$ cat config.mk
export PLATFORM = sky130hd
export DESIGN_NAME = cfg_loader
export DESIGN_NICKNAME = d
export VERILOG_FILES = /design/src/rtl/cfg_loader.sv
export SDC_FILE = /design/constraint.sdc
export NUM_CORES = 1
export LEC_CHECK = 0
export BUFFER_PORTS_ARGS = -buffer_cell sky130_fd_sc_hd__buf_2
export CAP_MARGIN = 5
export CORE_UTILIZATION = 40
export DETAILED_ROUTE_END_ITERATION = 16
export PLACE_DENSITY = 0.67
export REMOVE_ABC_BUFFERS = 1
export SLEW_MARGIN = 0
export SYNTH_ARGS = -nofsm -noshare
export SYNTH_HDL_FRONTEND = slang
export SYNTH_SLANG_ARGS = --single-unit
$ cat constraint.sdc
create_clock -name clk -period 2.75 [get_ports clk]
set_clock_uncertainty 0.15 [all_clocks]
set_input_delay 0.55 -clock clk [delete_from_list [all_inputs] [get_ports clk]]
set_output_delay 0.55 -clock clk [all_outputs]
set_load 0.005 [all_outputs]
$ cat src/rtl/cfg_loader.sv
module cfg_loader #(
  parameter int ADDR_W    = 24,
  parameter logic [ADDR_W-1:0] FACT_BASE = 24'h200000,
  parameter logic [ADDR_W-1:0] USER_BASE = 24'h900000,
  parameter logic [ADDR_W-1:0] USER_STEP = 24'h100000,
  parameter int NCFG_CYC  = 100,
  parameter int INIT_CLKS = 12
) (
  input  logic              clk,
  input  logic              rst_n,
  input  logic [2:0]        sel_sw,
  input  logic              en_sw,
  input  logic              fact_btn,
  input  logic [7:0]        flash_d,
  output logic [ADDR_W-1:0] flash_addr,
  output logic              flash_rd_n,
  input  logic              fpga_ok,
  input  logic              fpga_done,
  output logic              cfg_clk,
  output logic [7:0]        cfg_data,
  output logic              cfg_start_n,
  output logic              led_done,
  output logic              led_user,
  output logic              led_err
);

  localparam int CMAX  = (NCFG_CYC > INIT_CLKS) ? NCFG_CYC : INIT_CLKS;
  localparam int CNT_W = $clog2(CMAX + 1) + 1;

  typedef enum logic [2:0] {
    S_IDLE, S_PROBE, S_PULSE, S_WAIT, S_LOAD, S_INIT, S_DONE, S_ERR
  } st_t;

  st_t              st;
  logic             ph;
  logic             is_fact;
  logic [CNT_W-1:0] cnt;
  logic [2:0]       btn_q;
  logic             press;
  logic             fail_now;
  logic             user_sel;

  assign press    = btn_q[1] & ~btn_q[2];
  assign fail_now = (st == S_LOAD || st == S_INIT) && !fpga_ok;
  assign user_sel = (sel_sw < 3'd3);

  function automatic logic [ADDR_W-1:0] pick_base(input logic [2:0] s);
    if (s < 3'd3) return ADDR_W'(USER_BASE + ADDR_W'(s) * USER_STEP);
    return FACT_BASE;
  endfunction

  always_ff @(posedge clk or negedge rst_n) begin
    if (!rst_n) begin
      st         <= S_IDLE;
      ph         <= 1'b0;
      is_fact    <= 1'b0;
      cnt        <= '0;
      btn_q      <= '0;
      flash_addr <= '0;
      cfg_clk    <= 1'b0;
      cfg_data   <= '0;
    end else begin
      btn_q <= {btn_q[1:0], fact_btn};
      if (!en_sw) begin
        st      <= S_IDLE;
        cfg_clk <= 1'b0;
      end else if (press) begin
        st         <= S_PULSE;
        is_fact    <= 1'b1;
        flash_addr <= FACT_BASE;
        cnt        <= '0;
        ph         <= 1'b0;
        cfg_clk    <= 1'b0;
      end else if (fail_now) begin
        cfg_clk <= 1'b0;
        ph      <= 1'b0;
        if (is_fact) begin
          st <= S_ERR;
        end else begin
          st         <= S_PULSE;
          is_fact    <= 1'b1;
          flash_addr <= FACT_BASE;
          cnt        <= '0;
        end
      end else begin
        case (st)
          S_IDLE: begin
            st         <= S_PROBE;
            flash_addr <= pick_base(sel_sw);
            is_fact    <= !user_sel;
            ph         <= 1'b0;
          end
          S_PROBE: begin
            if (!ph) begin
              ph <= 1'b1;
            end else begin
              ph  <= 1'b0;
              cnt <= '0;
              st  <= S_PULSE;
              if (flash_d == 8'hFF) begin
                is_fact    <= 1'b1;
                flash_addr <= FACT_BASE;
              end
            end
          end
          S_PULSE: begin
            if (cnt == CNT_W'(NCFG_CYC - 1)) st <= S_WAIT;
            else cnt <= cnt + 1'b1;
          end
          S_WAIT: begin
            if (fpga_ok) begin
              st <= S_LOAD;
              ph <= 1'b0;
            end
          end
          S_LOAD: begin
            if (!ph) begin
              cfg_clk <= 1'b0;
              ph      <= 1'b1;
              if (fpga_done) begin
                st  <= S_INIT;
                cnt <= '0;
              end else begin
                cfg_data <= flash_d;
              end
            end else begin
              cfg_clk    <= 1'b1;
              flash_addr <= flash_addr + 1'b1;
              ph         <= 1'b0;
            end
          end
          S_INIT: begin
            if (ph) begin
              cfg_clk <= 1'b1;
              cnt     <= cnt + 1'b1;
              ph      <= 1'b0;
            end else begin
              cfg_clk <= 1'b0;
              if (cnt == CNT_W'(INIT_CLKS)) st <= S_DONE;
              else ph <= 1'b1;
            end
          end
          default: ;
        endcase
      end
    end
  end

  assign cfg_start_n = (st != S_PULSE);
  assign flash_rd_n  = !(st inside {S_PROBE, S_PULSE, S_WAIT, S_LOAD, S_INIT});
  assign led_done    = (st == S_DONE);
  assign led_user    = (st == S_DONE) && !is_fact;
  assign led_err     = (st == S_ERR);

  logic [CNT_W-1:0] lowrun;
  always_ff @(posedge clk or negedge rst_n) begin
    if (!rst_n) lowrun <= '0;
    else if (cfg_start_n) lowrun <= '0;
    else if (lowrun != '1) lowrun <= lowrun + 1'b1;
  end

  AST_QUIET_WHEN_OFF: assert property (@(posedge clk) disable iff (!rst_n)
    !en_sw |=> (cfg_start_n && flash_rd_n && !cfg_clk));

  AST_PULSE_WIDTH: assert property (@(posedge clk) disable iff (!rst_n)
    ($rose(cfg_start_n) && $past(en_sw)) |-> (lowrun >= CNT_W'(NCFG_CYC)));

  AST_DATA_HELD: assert property (@(posedge clk) disable iff (!rst_n)
    $rose(cfg_clk) |-> $stable(cfg_data));

  AST_ADDR_STEP: assert property (@(posedge clk) disable iff (!rst_n)
    ($rose(cfg_clk) && $past(st) == S_LOAD) |-> (flash_addr == ADDR_W'($past(flash_addr) + 1'b1)));

  AST_FAIL_REACT: assert property (@(posedge clk) disable iff (!rst_n)
    (st == S_LOAD && !fpga_ok && en_sw) |=> (!cfg_start_n || led_err));

  AST_ERR_STICKY: assert property (@(posedge clk) disable iff (!rst_n)
    (led_err && en_sw && !press) |=> led_err);

endmodule

==> results of run 1 <==
[metal layers]
| layer | vias to the layer above | share of wire | wire length [µm] |
|---|---|---|---|
| met5 | - | 0 | 0 |
| met4 | 0 | 0.0091 | 72 |
| met3 | 10 | 0.049 | 384 |
| met2 | 95 | 0.47 | 3690 |
| met1 | 1413 | 0.48 | 3765 |
| li1 | 1411 | - | - |
[kinds of logic after synthesis]
| group | count (synthesis) |
|---|---|
| multiplexers | 8 |
| adder cells (fa/ha/maj) | 4 |
| AND/OR/NAND/NOR | 141 |
| buffers and inverters | 23 |
| flip-flops | 49 |
| AO/OA/AOI/OAI | 112 |
| XOR/XNOR | 1 |
[stage by stage]
step / area (µm²) / worst slack (ns) / power [µW] / util
after floorplan: 3010 / -0.03918 / 1407 / -
after global placement: 3507 / 0.3822 / 1714 / 0.4759
after detailed placement: 3507 / 0.3477 / 1725 / 0.4759
after CTS: 3623 / 0.3261 / 2272 / 0.4917
after global routing: 3623 / 0.07799 / 2407 / 0.4917
final: 3623 / 0.3388 / 2258 / 0.4917
[flip-flops by register name (all words and copies together), names as in the netlist]
| name | cells |
|---|---|
| flash_addr | 24 |
| is_fact | 1 |
| st | 3 |
| cfg_clk | 1 |
| cfg_data | 8 |
| cnt | 8 |
| btn_q | 3 |
| ph | 1 |
[worst max-delay path, cell delays in order (launching register included)]
cell	delay, ns
dfrtp_1	0.44
ha_1	0.27
nand2b_1	0.12
o41ai_1	0.44
o211a_2	0.40
or2_1	0.31
o21ai_0	0.16
[area by class of cell]
class                      count  area, µm²
multi-input combinational    266       1763
tap                           99      123.9
fill                         713       3746
sequential                    49       1226
inverter                       7      26.28
clock buffer                   7      86.33
clock inverter                 1      30.03
timing repair buffer          67      367.9
[layout by cell type, fill, tap and decap left out, drive strengths merged, types with 4 or more instances in the layout]
| cell type | instances |
|---|---|
| buf | 67 |
| dfrtp | 49 |
| nor2 | 30 |
| nand2 | 30 |
| o31ai | 27 |
| o21ai | 25 |
| a31oi | 20 |
| nand3 | 12 |
| nand4 | 11 |
| o211ai | 10 |
| a21oi | 8 |
| mux2 | 8 |
| nand2b | 7 |
| inv | 7 |
| clkbuf | 7 |
| nor3b | 7 |
| nor2b | 6 |
| nor3 | 5 |
| and3 | 5 |
| and2 | 4 |
| nand3b | 4 |
| a22o | 4 |
| ha | 4 |
| or2 | 4 |
| nor4 | 4 |
[how the worst max path moves through the flow]
stage                       start                    endpoint  slack, ns  depth (start not counted)
2_1_floorplan   st[1]$_DFFE_PN0P_  flash_addr[10]$_DFFE_PN0P_      -0.04                          5
3_3_place_gp              fpga_ok  flash_addr[22]$_DFFE_PN0P_       0.38                          6
3_5_place_dp   cnt[1]$_DFFE_PN0P_          cnt[1]$_DFFE_PN0P_       0.35                          6
4_1_cts        cnt[0]$_DFFE_PN0P_          cnt[1]$_DFFE_PN0P_       0.33                          6
5_1_grt        cnt[1]$_DFFE_PN0P_          cnt[1]$_DFFE_PN0P_       0.08                          6
6_report       cnt[1]$_DFFE_PN0P_          cnt[1]$_DFFE_PN0P_       0.34                          6
[where the power goes]
group	leakage (µW)	switching [µW]	internal, µW
clock	0.0000585	244	297
combinational	0.000922	451	323
sequential	0.000665	144	801
total	0.00165	838	1420
==> results.md, run 1 <==
- FMAX: 414.7 MHz
- CTS tree: built
- Peak VDD IR: 0.2989 mV
- Setup Viol. Count Final: 0
- Antenna-violating nets left: 0
- Reg2reg end: cnt[1]$_DFFE_PN0P_
- Total die area: 8097 µm²
- Core Box Area: 7370 µm²
- Vias: 2929
- Post-route DRC violation count: 0
- Final critical-path required period: 2.411 ns
- GRT Residual Overflow: 0
- Fin cells: 496
- Clk sink count: approximately 50
- Port Buffers: between 50 and 60
- CP Data Required Time: 2.78 ns
- Postcts setup bufs: 0
- Die width: 89.99 µm
- HP Class: input pin to asynchronous set/reset pin
- Biggest area consumer among synthesized cells: dfrtp_1
- Largest net degree at the start of global routing: 29
- Met1 Track Usage GR: 0.2954
- CP Capture Type: register
- Post-synthesis compound-gate area fraction: 0.2521
- Unrepaired setup endpoints after global routing: no
- Hpwl dp: 5784 µm
- EDFF count, synth: 0
- Drt first-iter violations: 280
- Fin crit share: 0.8768
- Drt wl/cell: 15.95 µm
- Pre-Repair DR Iteration Count: 4
- Top Ports: 55
- Synth cell types: 61
- DIE HEIGHT: roughly 90 µm
- Top cell type's share of synthesized area: 0.3960
- Initial antenna violation count: 0
- Least-Margin Pin Slew: 0.6569 ns
- Met2 Usage GRT: 0.3141
- Cts repair resizes: 0
- Cts hold-fix bufs: 0
- Area grow syn2layout: 17.01%
- CTS buffer count: 5
- Setup TNS: 0 ns
- Commonest cells in the netlist: 49 x dfrtp_1, 30 x nor2_1, 29 x nand2_1, 27 x o31ai_1, 22 x o21ai_0
- Kind of critical path: register to register
- Final Max Slew Viols: 0
- Max Root-Sink Buffers: 2
- Clk slew on worst S/H paths: around 0.10 ns
- Cell with the most instances after synthesis: dfrtp_1
- Endpoints failing hold: 0
- Main combinational cell family by area after synthesis: simple AND/OR/NAND/NOR gates
- Worst setup SP type: register
- Synth warnings: 0
- Worst Path Max Fanout: 9
- Via density per instance: between 5 and 6
- Adder-cell share of the synthesized area: 0.01616
- Xor/xnor cell area share of the yosys netlist: 0.002828
- Rel. slew slack: 0.5621
- Synthesized cell area: 3097 µm²
- Worst r2r src: cnt[1]$_DFFE_PN0P_
- Final #Nets: 417
- Number of global-route vias before repair: 2744
- DP Cell Count: between 400 and 500
- Critical Path AT: 2.44 ns
- Max-cap violation count: 0
- Post-synthesis simple-gate area fraction: 0.2675
- Worst skew pair latency: between 0.3 and 0.4 ns
- Top FF cell, synth: dfrtp_1
- Initial Utilization: 0.4202
- Power Dens Cells: 623.3 nW/µm²
- Synthesized area per cell: ~9 µm²
- First-pass GRT wire length: 13540 µm
- # diodes: 0
- Internal reg-to-reg setup slack: about 0.34 ns
- Number of core rows: 31
- Synth area leaders: dfrtp_1 40%, o31ai_1 6.5%, a31oi_1 4.0%, nor2_1 3.6%, o21ai_0 3.6%
- Synth Register Bits: 49
- Gr busiest metal: met2
- Layout cells sized above 1: 0.2469
- Gr usage total: 0.2019
- Hold slack final: ~0.11 ns
- Met3 Usage GRT: 0.02707
- Fraction of registers with async set/reset: 1.000
- Post-Route WL: 7912 µm
- Root Driver: clkbuf_8
- Routability cong.: 0.8446
- R2R cell count: 6
- Status: complete, no violations
- Synth Instances: 338
- Number of H-tree levels: 2
- Seq/Total Area, Yosys: 0.3960
- Mux cell area share after synthesis: 0.02909
- Static Leak: about 0.0016 µW
No activity file was read; power rests on OpenSTA's default activity.
==> run 2: changes to the inputs <==
--- a/config.mk
+++ b/config.mk
@@ -8,6 +8,7 @@
 export BUFFER_PORTS_ARGS = -buffer_cell sky130_fd_sc_hd__buf_2
 export CAP_MARGIN = 5
 export CORE_UTILIZATION = 40
+export CTS_BUF_LIST = sky130_fd_sc_hd__clkbuf_16
 export DETAILED_ROUTE_END_ITERATION = 16
 export PLACE_DENSITY = 0.67
 export REMOVE_ABC_BUFFERS = 1
==> run 2 against run 1 <==
  * Clock power is 27% higher
  * Non-clock buffer count stayed put
  * Die area unchanged
  * Power is 6.6% higher
  * Combinational power about the same
  * Maximum frequency grew 0.12%
  * Via count up 0.72%
  * Critical endpoint unchanged
  * Largest power group unchanged
==> results.md, run 2 (same netlist as run 1, synthesis figures left out) <==
- CTS buffer count: 5
- Final #Nets: ~420
- Die width: between 80 and 90 µm
- Met2 wire len: roughly 3700 µm
- Rel. slew slack: 0.5647
- Cts repair resizes: 0
- Total die area: 8097 µm²
- Least-Margin Pin Slew: 0.6530 ns
- Kind of critical path: register to register
- Unrepaired setup endpoints after global routing: no
- Worst setup SP type: register
- Largest net degree at the start of global routing: 29
- Cts hold-fix bufs: 0
- Postcts setup bufs: 0
- CP Data Required Time: 2.76 ns
- WL met1: 3789 µm
- Routability cong.: 0.8446
- Max reg flops: 24
- Met3 WL: between 300 and 400 µm
- DP Cell Count: 488
- DIE HEIGHT: 89.99 µm
- First-pass GRT wire length: 13550 µm
- Fin crit share: 0.8758
- Static Leak: 0.001670 µW
- Layout cells sized above 1: 0.2443
- Max Root-Sink Buffers: 2
- Top Ports: 55
- Vias: 2950
- Number of core rows: 31
- GRT Residual Overflow: 0
- Clk sink count: 49
- Worst skew pair latency: 0.29 ns
- Initial antenna violation count: 0
- Number of H-tree levels: 2
- Pre-Repair DR Iteration Count: 4
- Gr usage total: 0.2029
- Peak VDD IR: 0.3661 mV
- Antenna-violating nets left: 0
- CP Capture Type: register
- FMAX: 415.2 MHz
- Status: complete, no violations
- Area grow syn2layout: 18.51%
- Worst Path Max Fanout: 9
- Total power: approximately 2400 µW
- CTS tree: built
- Clk slew on worst S/H paths: 0.07 ns
- Area after DPL: around 3500 µm²
- Final Max Slew Viols: 0
- HP Class: input pin to asynchronous set/reset pin
- Setup TNS: 0 ns
- Initial Utilization: 0.4202
- Post-route DRC violation count: 0
- # diodes: 0
- Number of global-route vias before repair: approximately 2.7k
- Critical Path AT: 2.42 ns
- Biggest regs: flash_addr x24, cfg_data x8, cnt x8
- Final critical-path required period: 2.408 ns
- Drt first-iter violations: 261
- Root Driver: clkbuf_16
- Max-cap violation count: 0
- Hpwl dp: 5784 µm
- Most frequent cells in the layout: 54 x buf_2, 49 x dfrtp_1, 30 x nor2_1, 29 x nand2_1, 27 x o31ai_1
- Final Cell Area: 3670 µm²
- Drt wl/cell: roughly 16 µm
- Biggest register: flash_addr
- Setup Viol. Count Final: 0
- Highest routed layer: met4
- Most common cell after layout, fill and taps aside: buf_2
- Power Dens Cells: 655.7 nW/µm²
- Endpoints failing hold: 0
- Fin cells: 496
- Post-Route WL: 7988 µm
- Port Buffers: 54
- Fillers: 706
- Via density per instance: 5.948
- Core Box Area: roughly 7400 µm²
-- run 2: final timing paths --
path / cells past startpoint / to / startpoint / slack, ns
max: 6 / cnt[1]$_DFFE_PN0P_ / cnt[1]$_DFFE_PN0P_ / 0.34
min: 1 / flash_addr[11]$_DFFE_PN0P_ / rst_n / 0.13
max reg2reg: 6 / cnt[1]$_DFFE_PN0P_ / cnt[1]$_DFFE_PN0P_ / 0.34
min reg2reg: 0 / btn_q[1]$_DFF_PN0_ / btn_q[0]$_DFF_PN0_ / 0.20
max in group asynchronous: 2 / btn_q[2]$_DFF_PN0_ / rst_n / 1.69
min in group clk: 0 / btn_q[1]$_DFF_PN0_ / btn_q[0]$_DFF_PN0_ / 0.20
-- run 2: report_power, final --
part           switching (µW)  leakage (µW)  internal, µW
registers                 143      0.000665           802
logic                     451      0.000922           323
clock network             264     0.0000826           423
total                     859       0.00167          1550
-- run 2: metrics by stage --
stage	utilization	setup slack [ns]	hold WS (ns)
finish	0.4980	0.3416	0.1294
global route	0.4980	0.08229	0.1910
detailed placement	0.4759	0.3477	0.1847
floorplan	-	-0.03918	0.1044
global placement	0.4759	0.3822	0.1841
CTS	0.4980	0.3339	0.1541
-- run 2: routing by layer --
metal	vias up	GRT usage
li1	1413	-
met1	1433	0.2948
met2	95	0.3122
met3	9	0.03215
met4	0	0.05780
met5	-	0
-- run 2: final cells by class --
class / count / area [µm²] / area share
sequential: 49 / 1226 / 0.3341
inverter: 7 / 26.28 / 0.007160
multi-input combinational: 266 / 1763 / 0.4804
clock buffer: 5 / 125.1 / 0.03409
tap: 99 / 123.9 / 0.03375
timing repair buffer: 67 / 367.9 / 0.1002
clock inverter: 3 / 37.54 / 0.01023
-- run 2: worst max-delay path, cell delays in order, from the launching register on --
cell      delay, ns
dfrtp_1        0.43
ha_1           0.27
nand2b_1       0.11
o41ai_1        0.44
o211a_2        0.41
or2_1          0.31
o21ai_0        0.16
==> run 3: changes to the inputs <==
--- a/config.mk
+++ b/config.mk
@@ -7,12 +7,14 @@
 export LEC_CHECK = 0
 export BUFFER_PORTS_ARGS = -buffer_cell sky130_fd_sc_hd__buf_2
 export CAP_MARGIN = 5
-export CORE_UTILIZATION = 40
+export CORE_UTILIZATION = 45
 export CTS_BUF_LIST = sky130_fd_sc_hd__clkbuf_16
 export DETAILED_ROUTE_END_ITERATION = 16
-export PLACE_DENSITY = 0.67
+export PLACE_DENSITY = 0.73
+export RECOVER_POWER = 25
 export REMOVE_ABC_BUFFERS = 1
 export SLEW_MARGIN = 0
 export SYNTH_ARGS = -nofsm -noshare
 export SYNTH_HDL_FRONTEND = slang
 export SYNTH_SLANG_ARGS = --single-unit
+export TNS_END_PERCENT = 50
==> run 3 against run 2 <==
  * Maximum frequency increased by 1.5%
  * Largest cell class unchanged
  * Sequential share of layout area up 0.47 points
  * Worst hold slack better by 0.073 ns
  * The flow now finishes with violations (DRC)
  * Final cell count fell by 4.6%
  * Global-route usage grew 2.5 points
  * Register-to-register slack better by 0.04 ns
==> results.md, run 3 (same netlist as run 1, synthesis figures left out) <==
- Place WS: 0.3390 ns
- Least-Margin Pin Slew: 1.220 ns
- Most frequent cells in the layout: 54 x buf_2, 49 x dfrtp_1, 30 x nor2_1, 29 x nand2_1, 27 x o31ai_1
- CP Capture Type: register
- Gate power share: 0.342
- CTS tree: built
- Port Buffers: 54
- First-pass GRT wire length: 13230 µm
- Hpwl dp: 5654 µm
- Power Internal: between 1000 and 1500 µW
- Max reg flops: 24
- Final Max Slew Viols: 0
- Vias: 3000
- Post-route DRC violation count: 2
- Met2 Usage GRT: 0.3666
- Worst setup SP type: register
- Post-Route WL: 7936 µm
- Critical Path AT: 2.38 ns
- Initial antenna violation count: 0
- Clock power frac: 0.260
- Met3 Usage GRT: 0.03988
- Total die area: 7217 µm²
- Status: finished with violations
- Layout cells sized above 1: 0.2475
- Postcts setup bufs: 0
- Fin crit share: 0.8627
- # diodes: 0
- CP Data Required Time: roughly 2.8 ns
- Most common cell after layout, fill and taps aside: buf_2
- Fin cells: 473
- Unrepaired setup endpoints after global routing: no
- Top Ports: 55
- DIE HEIGHT: 84.96 µm
- Switching Fraction: 0.3748
- Via density per instance: 6.342
- Largest net degree at the start of global routing: 50
- Clk sink count: just under 50
- HP Class: register to register
- Max Root-Sink Buffers: 2
- Part of the power in registers: 0.398
- Max-cap violation count: 0
- CTS buffer count: 5
- Gr usage total: 0.2283
- Peak VDD IR: 0.4037 mV
- Static Leak: 0.001652 µW
- Clk slew on worst S/H paths: 0.07 ns
- Final critical-path required period: around 2.4 ns
- Pre-Repair DR Iteration Count: 10
- Initial Utilization: 0.4768
- Number of core rows: 29
- Cts hold-fix bufs: 0
- Biggest register: flash_addr
- Setup Viol. Count Final: 0
- Cts repair resizes: 0
- Number of H-tree levels: 2
- Worst setup margin: about 0.38 ns
- Drt wl/cell: between 15 and 20 µm
- Power Dens Cells: 650.7 nW/µm²
- Area grow syn2layout: 16.85%
- Drt first-iter violations: 282
- Kind of critical path: register to register
- Worst Path Max Fanout: 9
- Gr busiest metal: met2
- Endpoints failing hold: 0
- Routability cong.: 0.8552
- Worst skew pair latency: slightly below 0.3 ns
- NetSw: 882.4 µW
- Violated checks: DRC
- Rel. slew slack: 0.1867
- Root Driver: clkbuf_16
- GRT Residual Overflow: 0
- FMAX: between 400 and 500 MHz
- Met1 Track Usage GR: 0.3205
- Number of global-route vias before repair: 2627
- DP Cell Count: 466
- Final #Nets: ~420
- Antenna-violating nets left: 0
- Die width: 84.96 µm
- Core Box Area: ~6500 µm²
- Biggest regs: flash_addr x24, cfg_data x8, cnt x8
-- run 3: cell types whose count changed in the layout (fill, tap and decap cells not counted), sizes merged --
cell / previous run / this run
buf: 67 / 66
bufinv: 1 / 0
inv: 8 / 7
clkinvlp: 0 / 1
clkbuf: 5 / 6
-- run 3: cell type report --
cell class / instances / area [µm²]
multi-input cells: 266 / 1763
clock buffers: 5 / 125.1
fillers: 591 / 2877
clock inverters: 2 / 16.27
inverters: 7 / 26.28
repair buffers: 67 / 365.4
well taps: 77 / 96.34
flip-flops and latches: 49 / 1226
-- run 3: per-stage QoR --
step           setup TNS [ns]  utilization  power (µW)  cell area (µm²)  hold WS, ns
5_1_grt                     0       0.5571        2486             3618       0.2109
3_5_place_dp                0       0.5357        1743             3480       0.1886
6_report                    0       0.5571        2354             3618       0.2027
3_3_place_gp                0       0.5357        1724             3480       0.1825
2_1_floorplan         -0.1959            -        1407             3010       0.1044
4_1_cts                     0       0.5575        2354             3621       0.2043
-- run 3: routing by layer --
| metal | vias up | share of wire | routed length (µm) |
|---|---|---|---|
| met4 | 0 | 0.0091 | 72 |
| met3 | 8 | 0.055 | 436 |
| li1 | 1414 | - | - |
| met5 | - | 0 | 0 |
| met2 | 124 | 0.46 | 3629 |
| met1 | 1454 | 0.48 | 3798 |
-- run 3: final timing paths --
kind / startpoint / endpoint / slack (ns) / cells past startpoint
setup / recovery: cnt[0]$_DFFE_PN0P_ / cnt[3]$_DFFE_PN0P_ / 0.38 / 6
hold / removal: btn_q[0]$_DFF_PN0_ / btn_q[1]$_DFF_PN0_ / 0.20 / 0
setup reg to reg: cnt[0]$_DFFE_PN0P_ / cnt[3]$_DFFE_PN0P_ / 0.38 / 6
hold reg to reg: btn_q[0]$_DFF_PN0_ / btn_q[1]$_DFF_PN0_ / 0.20 / 0
max in group asynchronous: rst_n / cnt[6]$_DFFE_PN0P_ / 1.26 / 2
min in group asynchronous: rst_n / flash_addr[11]$_DFFE_PN0P_ / 0.44 / 2
-- run 3: power groups by stage --
stage               registers [µW]  logic, µW  clock network (µW)
floorplan                      945        461                   0
detailed placement             945        798                   0
global placement               940        784                   0
global route                   952        892                 642
CTS                            933        803                 619
finish                         938        806                 611
-- run 3: worst max-delay path, cell delays in order, from the launching register on --
cell and delay, ns:
dfrtp_1 0.44, ha_1 0.28, nand2b_1 0.11, o41ai_1 0.44, o211a_2 0.39, or2_1 0.29, o211ai_1 0.14
